--- config.mk ---
export PLATFORM = sky130hd
export DESIGN_NAME = tcam_lookup
export DESIGN_NICKNAME = d
export VERILOG_FILES = /design/src/rtl/tcam_pkg.sv /design/src/rtl/tcam_slot_bank.sv /design/src/rtl/tcam_prio_pick.sv /design/src/rtl/tcam_lookup.sv
export SDC_FILE = /design/constraint.sdc
export NUM_CORES = 2
export LEC_CHECK = 0
export ABC_CLOCK_PERIOD_IN_PS = 2800
export CORE_MARGIN = 5
export CORE_UTILIZATION = 52
export CTS_CLUSTER_DIAMETER = 120
export CTS_CLUSTER_SIZE = 8
export DETAILED_ROUTE_END_ITERATION = 7
export DONT_BUFFER_PORTS = 1
export PLACE_DENSITY = 0.74
export SLEW_MARGIN = 20
export SYNTH_ARGS = -nofsm -noshare
export SYNTH_HDL_FRONTEND = slang
export SYNTH_SLANG_ARGS = --single-unit
--- constraint.sdc ---
create_clock -name clk -period 2.8 [get_ports clk]
set_input_delay 0.56 -clock clk [delete_from_list [all_inputs] [get_ports clk]]
set_output_delay 0.56 -clock clk [all_outputs]
set_load 0.03 [all_outputs]
--- src/rtl/tcam_pkg.sv ---
package tcam_pkg;
    localparam int unsigned DEF_ENTRIES = 16;
    localparam int unsigned DEF_KEY_W   = 32;
    localparam int unsigned DEF_DATA_W  = 8;
endpackage

--- src/rtl/tcam_slot_bank.sv ---
module tcam_slot_bank #(
    parameter int unsigned ENTRIES = 16,
    parameter int unsigned KEY_W   = 32,
    parameter int unsigned DATA_W  = 8,
    localparam int unsigned IDX_W  = $clog2(ENTRIES)
) (
    input  logic              clk,
    input  logic              rst_n,
    input  logic              wr_en,
    input  logic [IDX_W-1:0]  wr_idx,
    input  logic [KEY_W-1:0]  wr_key,
    input  logic [KEY_W-1:0]  wr_mask,
    input  logic [DATA_W-1:0] wr_data,
    input  logic              wr_valid,
    input  logic [KEY_W-1:0]  srch_key,
    output logic [ENTRIES-1:0] match,
    output logic [DATA_W-1:0] slot_data [ENTRIES]
);
    typedef struct packed {
        logic              occ;
        logic [KEY_W-1:0]  key;
        logic [KEY_W-1:0]  care;
        logic [DATA_W-1:0] data;
    } slot_t;

    slot_t tbl_d [ENTRIES];
    slot_t tbl_q [ENTRIES];

    always_comb begin
        for (int i = 0; i < ENTRIES; i++) begin
            tbl_d[i] = tbl_q[i];
        end
        if (wr_en) begin
            tbl_d[wr_idx].occ  = wr_valid;
            tbl_d[wr_idx].key  = wr_key;
            tbl_d[wr_idx].care = wr_mask;
            tbl_d[wr_idx].data = wr_data;
        end
    end

    always_ff @(posedge clk or negedge rst_n) begin
        if (!rst_n) begin
            for (int i = 0; i < ENTRIES; i++) begin
                tbl_q[i] <= '0;
            end
        end else begin
            for (int i = 0; i < ENTRIES; i++) begin
                tbl_q[i] <= tbl_d[i];
            end
        end
    end

    for (genvar g = 0; g < ENTRIES; g++) begin : g_cmp
        assign match[g]     = tbl_q[g].occ &&
                              (((srch_key ^ tbl_q[g].key) & tbl_q[g].care) == '0);
        assign slot_data[g] = tbl_q[g].data;
    end

    // the addressed slot holds the written fields one cycle later
    assert_slot_written_R2: assert property (@(posedge clk) disable iff (!rst_n)
        wr_en |=> (tbl_q[$past(wr_idx)].occ == $past(wr_valid)) &&
                  (tbl_q[$past(wr_idx)].data == $past(wr_data)) &&
                  (tbl_q[$past(wr_idx)].care == $past(wr_mask)));
endmodule

--- src/rtl/tcam_prio_pick.sv ---
module tcam_prio_pick #(
    parameter int unsigned ENTRIES = 16
) (
    input  logic [ENTRIES-1:0] match,
    output logic [ENTRIES-1:0] grant,
    output logic               any
);
    always_comb begin
        grant = '0;
        for (int i = ENTRIES - 1; i >= 0; i--) begin
            if (match[i]) begin
                grant    = '0;
                grant[i] = 1'b1;
            end
        end
        any = |match;
    end
endmodule

--- src/rtl/tcam_lookup.sv ---
module tcam_lookup
    import tcam_pkg::*;
#(
    parameter int unsigned ENTRIES = DEF_ENTRIES,
    parameter int unsigned KEY_W   = DEF_KEY_W,
    parameter int unsigned DATA_W  = DEF_DATA_W,
    localparam int unsigned IDX_W  = $clog2(ENTRIES)
) (
    input  logic              clk,
    input  logic              rst_n,
    input  logic              wr_en,
    input  logic [IDX_W-1:0]  wr_idx,
    input  logic [KEY_W-1:0]  wr_key,
    input  logic [KEY_W-1:0]  wr_mask,
    input  logic [DATA_W-1:0] wr_data,
    input  logic              wr_valid,
    input  logic              srch_valid,
    input  logic [KEY_W-1:0]  srch_key,
    output logic              res_valid,
    output logic              res_hit,
    output logic              res_miss,
    output logic [DATA_W-1:0] res_data
);
    typedef struct packed {
        logic              vld;
        logic              hit;
        logic              miss;
        logic [DATA_W-1:0] data;
    } res_t;

    logic [ENTRIES-1:0] match;
    logic [ENTRIES-1:0] grant;
    logic               any;
    logic [DATA_W-1:0]  slot_data [ENTRIES];
    logic [DATA_W-1:0]  sel_data;
    res_t res_d, res_q;

    tcam_slot_bank #(.ENTRIES(ENTRIES), .KEY_W(KEY_W), .DATA_W(DATA_W)) bank_i (
        .clk(clk), .rst_n(rst_n),
        .wr_en(wr_en), .wr_idx(wr_idx), .wr_key(wr_key), .wr_mask(wr_mask),
        .wr_data(wr_data), .wr_valid(wr_valid),
        .srch_key(srch_key), .match(match), .slot_data(slot_data)
    );

    tcam_prio_pick #(.ENTRIES(ENTRIES)) pick_i (
        .match(match), .grant(grant), .any(any)
    );

    always_comb begin
        sel_data = '0;
        for (int i = 0; i < ENTRIES; i++) begin
            sel_data = sel_data | (slot_data[i] & {DATA_W{grant[i]}});
        end
        res_d      = '0;
        res_d.vld  = srch_valid;
        res_d.hit  = srch_valid && any;
        res_d.miss = srch_valid && !any;
        res_d.data = (srch_valid && any) ? sel_data : '0;
    end

    always_ff @(posedge clk or negedge rst_n) begin
        if (!rst_n) res_q <= '0;
        else        res_q <= res_d;
    end

    assign res_valid = res_q.vld;
    assign res_hit   = res_q.hit;
    assign res_miss  = res_q.miss;
    assign res_data  = res_q.data;

    assert_search_latency_R7: assert property (@(posedge clk) disable iff (!rst_n)
        srch_valid |=> res_valid);
    assert_idle_quiet_R7: assert property (@(posedge clk) disable iff (!rst_n)
        !srch_valid |=> (!res_valid && !res_hit && !res_miss && res_data == '0));
    assert_hit_miss_excl_R9: assert property (@(posedge clk) disable iff (!rst_n)
        res_valid |-> $onehot({res_hit, res_miss}));
    assert_miss_zero_R6: assert property (@(posedge clk) disable iff (!rst_n)
        res_miss |-> (res_data == '0));
    assert_grant_single_R5: assert property (@(posedge clk) disable iff (!rst_n)
        $onehot0(grant) && ((grant & ~match) == '0) && (any == (grant != '0)));
    assert_grant_lowest_R5: assert property (@(posedge clk) disable iff (!rst_n)
        (grant != '0) |-> (((grant - 1'b1) & match) == '0));
endmodule

==> impl_results.html <==
<table>
<tr><th>Metric</th><th>Value</th></tr>
<tr><th colspan="2">Run status</th></tr>
<tr><td>Result of the run</td><td>finished, violations left</td></tr>
<tr><td>Violated checks</td><td>negative hold slack, negative setup slack</td></tr>
<tr><th colspan="2">Cells and area</th></tr>
<tr><td>Growth of design area from synthesis to finish</td><td>15.3%</td></tr>
<tr><td>Count of fill cells added during filler insertion</td><td>7621</td></tr>
<tr><td>Final nets</td><td>4011</td></tr>
<tr><td>Fraction of layout instances using a drive strength above 1</td><td>0.422</td></tr>
<tr><td>Most frequent standard cell in the layout excluding fill and tap cells</td><td>sky130_fd_sc_hd__dfrtp_1</td></tr>
<tr><td>Most frequent cells in the layout</td><td>1179 x sky130_fd_sc_hd__dfrtp_1, 1153 x sky130_fd_sc_hd__mux2_2, 512 x sky130_fd_sc_hd__xor2_1, 174 x sky130_fd_sc_hd__clkbuf_16, 169 x sky130_fd_sc_hd__a22oi_1</td></tr>
<tr><td>Final cell count without fillers</td><td>5286</td></tr>
<tr><td>Design Area, Final</td><td>61000 sq um</td></tr>
<tr><th colspan="2">Drt</th></tr>
<tr><td>Post-detailed-routing wire length</td><td>174 mm</td></tr>
<tr><td>Total vias in the final route</td><td>33.9k</td></tr>
<tr><td>Number of violations reported at the end of detailed-routing iteration 0</td><td>3860</td></tr>
<tr><td>First-pass detailed-route iteration total</td><td>5</td></tr>
<tr><td>Antenna Violating Nets Remaining</td><td>0</td></tr>
<tr><td>Vias per std cell</td><td>6.42</td></tr>
<tr><td>Average wire per cell in the routed design</td><td>32.9 microns</td></tr>
<tr><td>Residual DRC count</td><td>0</td></tr>
<tr><th colspan="2">Synthesis</th></tr>
<tr><td>Number of synthesis warnings</td><td>0</td></tr>
<tr><td>Area share of xor/xnor cells in the synthesized design</td><td>0.0847</td></tr>
<tr><td>Count of flip-flops with a built-in enable after synthesis</td><td>0</td></tr>
<tr><td>Sequential fraction of the synthesis area</td><td>0.557</td></tr>
<tr><td>Synthesis-stage register bit count</td><td>1179</td></tr>
<tr><td>Mean Syn Cell Area</td><td>14.1 sq um</td></tr>
<tr><td>Net count after synthesis</td><td>3862</td></tr>
<tr><td>Main combinational cell family by area after synthesis</td><td>multiplexers</td></tr>
<tr><td>Area share of and/or/nand/nor cells after synthesis</td><td>0.0281</td></tr>
<tr><td>Area of the mapped netlist</td><td>52900 sq um</td></tr>
<tr><td>Most common flop cell mapped by yosys</td><td>sky130_fd_sc_hd__dfrtp_1</td></tr>
<tr><td>Gate count after technology mapping</td><td>3749</td></tr>
<tr><td>FFs w/ async S/R, synth</td><td>1.00</td></tr>
<tr><td>Share of synthesized cell area in full adder, half adder and majority cells</td><td>0</td></tr>
<tr><td>Synth Area in Compound Gates</td><td>0.0546</td></tr>
<tr><td>Synth unique cells</td><td>55</td></tr>
<tr><td>Multiplexer share of the synthesized area</td><td>0.245</td></tr>
<tr><th colspan="2">Timing</th></tr>
<tr><td>Number of setup violations in the final report</td><td>3</td></tr>
<tr><td>WHS</td><td>-497 ps</td></tr>
<tr><td>Setup repair after global routing missed its margin</td><td>yes</td></tr>
<tr><td>Sum of negative setup slack</td><td>-83.5 ps</td></tr>
<tr><td>Clock skew after layout</td><td>23.6 ps</td></tr>
<tr><td>Final-report hold violation count</td><td>200</td></tr>
<tr><td>Final critical-path share of the clock period</td><td>1.01</td></tr>
<tr><td>Slew margin rel.</td><td>0.147</td></tr>
<tr><td>Max Clk Rate</td><td>352 MHz</td></tr>
<tr><td>Slew Viols, Final</td><td>0</td></tr>
<tr><td>Tightest Pin Transition</td><td>1280 ps</td></tr>
<tr><td>Final critical path time including I/O delays and setup</td><td>2840 ps</td></tr>
<tr><td>Fin worst setup slack</td><td>-38.4 ps</td></tr>
<tr><th colspan="2">Setup path</th></tr>
<tr><td>Crit Path Category</td><td>flop to flop</td></tr>
<tr><td>Kind of end point of the critical path</td><td>flop</td></tr>
<tr><td>Highest cell delay on the worst timing path</td><td>470 ps</td></tr>
<tr><td>Launching element type of the critical path</td><td>flop</td></tr>
<tr><td>Largest fanout on the critical path</td><td>5</td></tr>
<tr><td>Required time reported for the critical path endpoint</td><td>3460 ps</td></tr>
<tr><td>Arrival time at the worst endpoint</td><td>3500 ps</td></tr>
<tr><td>Cell repeated most along the worst path</td><td>sky130_fd_sc_hd__buf_4</td></tr>
<tr><td>Dominant delay contributor by cell family on the critical path</td><td>compound AO/OA/AOI/OAI gates</td></tr>
<tr><td>Critical-path cell list</td><td>xor2_1 &gt; a22oi_2 &gt; nand4_1 &gt; nor3_4 &gt; buf_6 &gt; buf_4 &gt; buf_4 &gt; o2111ai_1 &gt; a2bb2oi_2 &gt; o21ai_0 &gt; a41oi_1</td></tr>
<tr><td>Standard cell with the maximum stage delay on the critical path</td><td>sky130_fd_sc_hd__nor3_4</td></tr>
<tr><td>Count of buffer and inverter cells on the critical path</td><td>3</td></tr>
<tr><th colspan="2">Hold path</th></tr>
<tr><td>Class of the most critical hold timing path</td><td>input pin to async pin</td></tr>
<tr><th colspan="2">Floorplanning</th></tr>
<tr><td>Core region area</td><td>101000 sq um</td></tr>
<tr><td>Chip height</td><td>329 microns</td></tr>
<tr><td>X dimension of the die</td><td>329 microns</td></tr>
<tr><td>Number of top-level pins</td><td>124</td></tr>
<tr><td>Number of rows in the core area</td><td>117</td></tr>
<tr><td>Initial cell density of the core</td><td>0.522</td></tr>
<tr><td>Die Outline Area</td><td>108000 sq um</td></tr>
<tr><th colspan="2">Power and ir drop</th></tr>
<tr><td>PD cells</td><td>842 nW/um^2</td></tr>
<tr><td>Worst voltage drop across the vdd grid</td><td>0.555 mV</td></tr>
<tr><td>Leakage power total</td><td>27.0 nW</td></tr>
<tr><th colspan="2">Clock tree</th></tr>
<tr><td>CTS sink cnt</td><td>1179</td></tr>
<tr><td>Clock buffer count from CTS</td><td>165</td></tr>
<tr><td>Clock root buffer master</td><td>sky130_fd_sc_hd__clkbuf_16</td></tr>
<tr><td>Buffer depth of the longest clock path</td><td>3</td></tr>
<tr><td>CTS tree</td><td>yes</td></tr>
<tr><td>H-tree levels</td><td>4</td></tr>
<tr><td>Clock transition at path regs</td><td>50 ps</td></tr>
<tr><td>Clock latency on the worst-skew pair</td><td>760 ps</td></tr>
<tr><th colspan="2">Placement</th></tr>
<tr><td>Count of input and output buffers</td><td>0</td></tr>
<tr><td>Placed instance count</td><td>5009</td></tr>
<tr><td>Placement-stage cell area</td><td>55000 sq um</td></tr>
<tr><td>HPWL reported at the end of detailed placement</td><td>101 mm</td></tr>
<tr><td>RD Place Congestion</td><td>0.898</td></tr>
<tr><th colspan="2">GRT</th></tr>
<tr><td>First-pass GRT wire length</td><td>250 mm</td></tr>
<tr><td>Vias in the first global route</td><td>34.8k</td></tr>
<tr><td>Pin count of the biggest net entering global routing</td><td>1180</td></tr>
<tr><td>Total overflow reported by the global router</td><td>0</td></tr>
<tr><td>GR Util All Layers</td><td>0.320</td></tr>
<tr><td>Antenna violations before repair</td><td>28</td></tr>
<tr><th colspan="2">Job</th></tr>
<tr><td>Maxcap violations</td><td>0</td></tr>
</table>
## through the flow
stage | setup WS, ps | hold WS, ps | util | power, W
after CTS | 9.95 | -501 | 0.598 | 0.0509
after global placement | -541 | 297 | 0.542 | 0.0320
final | -38.4 | -497 | 0.602 | 0.0514
after floorplan | 145 | 264 | - | 0.0294
after detailed placement | -439 | 295 | 0.542 | 0.0324
after global routing | -66.8 | -522 | 0.602 | 0.0533
## power by group
group	internal (W)	switching, W	leakage [nW]
logic	0.00535	0.00481	10.4
clock network	0.0107	0.00706	2.17
registers	0.0210	0.00242	14.5
## repair_timing
| action | 4_1_cts | 5_1_grt |
|---|---|---|
| hold buffers | 74 | 2 |
| endpoints found under the hold margin | 2349 | 65 |
| pin swaps | 4 | 18 |
| setup endpoints to repair | 10 | 376 |
| resized for setup | 4 | 22 |
| setup buffers | 0 | 6 |
| gates cloned | 0 | 2 |
## cell usage after synthesis, types with 6 or more instances
cell type / number / area (sq um)
sky130_fd_sc_hd__buf_2: 15 / 75.1
sky130_fd_sc_hd__and3_2: 7 / 52.6
sky130_fd_sc_hd__inv_1: 17 / 63.8
sky130_fd_sc_hd__or2_2: 10 / 62.6
sky130_fd_sc_hd__nand3b_1: 11 / 82.6
sky130_fd_sc_hd__nor2_1: 15 / 56.3
sky130_fd_sc_hd__mux2_2: 1153 / 13000
sky130_fd_sc_hd__o2111ai_1: 16 / 140
sky130_fd_sc_hd__o211ai_1: 17 / 128
sky130_fd_sc_hd__nor4b_1: 8 / 70.1
sky130_fd_sc_hd__nand4_1: 51 / 319
sky130_fd_sc_hd__clkbuf_1: 196 / 736
sky130_fd_sc_hd__a32oi_1: 16 / 140
sky130_fd_sc_hd__a41oi_1: 6 / 52.6
sky130_fd_sc_hd__buf_6: 48 / 541
sky130_fd_sc_hd__a221oi_1: 28 / 245
sky130_fd_sc_hd__and3_1: 22 / 138
sky130_fd_sc_hd__buf_4: 14 / 105
sky130_fd_sc_hd__nand3_1: 40 / 200
sky130_fd_sc_hd__xor2_1: 512 / 4480
sky130_fd_sc_hd__a222oi_1: 21 / 210
sky130_fd_sc_hd__dfrtp_1: 1179 / 29500
sky130_fd_sc_hd__a2bb2oi_1: 9 / 78.8
sky130_fd_sc_hd__a41o_2: 6 / 67.6
sky130_fd_sc_hd__o21ai_0: 29 / 145
sky130_fd_sc_hd__nor3_4: 8 / 130
sky130_fd_sc_hd__nand2_1: 44 / 165
sky130_fd_sc_hd__a22o_1: 29 / 254
sky130_fd_sc_hd__nor3_1: 6 / 30.0
sky130_fd_sc_hd__a22oi_1: 171 / 1280
## cell families (layout without fill, tap and decap cells)
group           count (synthesis)  count (layout)
compound gates                361             361
xor+xnor                      512             512
other cells                     0               7
mux                          1153            1153
simple gates                  246             246
buf+inv                       298             460
flops                        1179            1179
## layout make-up
class,instances,area [sq um],share of cell area
antenna,7,17.5,0.000287
clock buffer,172,4300,0.0705
clock inverter,8,116,0.00191
inverter,18,67.6,0.00111
multi-input combinational,2272,22100,0.361
sequential,1179,29500,0.483
tap,1368,1710,0.0280
timing repair buffer,262,3280,0.0537
## worst paths after layout
kind | from | endpoint | slack (ps) | depth (start not counted)
setup / recovery | bank_i.tbl_q[414] | res_data[1] | -40 | 11
hold / removal | rst_n | bank_i.tbl_q[1042] | -500 | 0
setup reg to reg | bank_i.tbl_q[414] | res_data[1] | -40 | 11
hold reg to reg | bank_i.slot_data[30] | bank_i.slot_data[30] | 500 | 1
max in group asynchronous | rst_n | bank_i.tbl_q[381] | 540 | 4
min in group clk | wr_mask[7] | bank_i.tbl_q[964] | 170 | 2
## sequential cells by signal (all words and copies together), names as in the netlist
name and flops:
bank_i.tbl_q 1040, bank_i.slot_data 128, res_data 8, res_hit 1, res_miss 1, res_valid 1
## layer usage
layer  vias to the layer above  share of wire  GRT usage
met4                         0          0.072      0.196
met5                         -              0          0
met3                       465           0.10     0.0760
met1                     18002           0.38      0.423
met2                      1736           0.45      0.483
li1                      13717              -          -
Note: power is estimated with default switching activity, not from simulation.
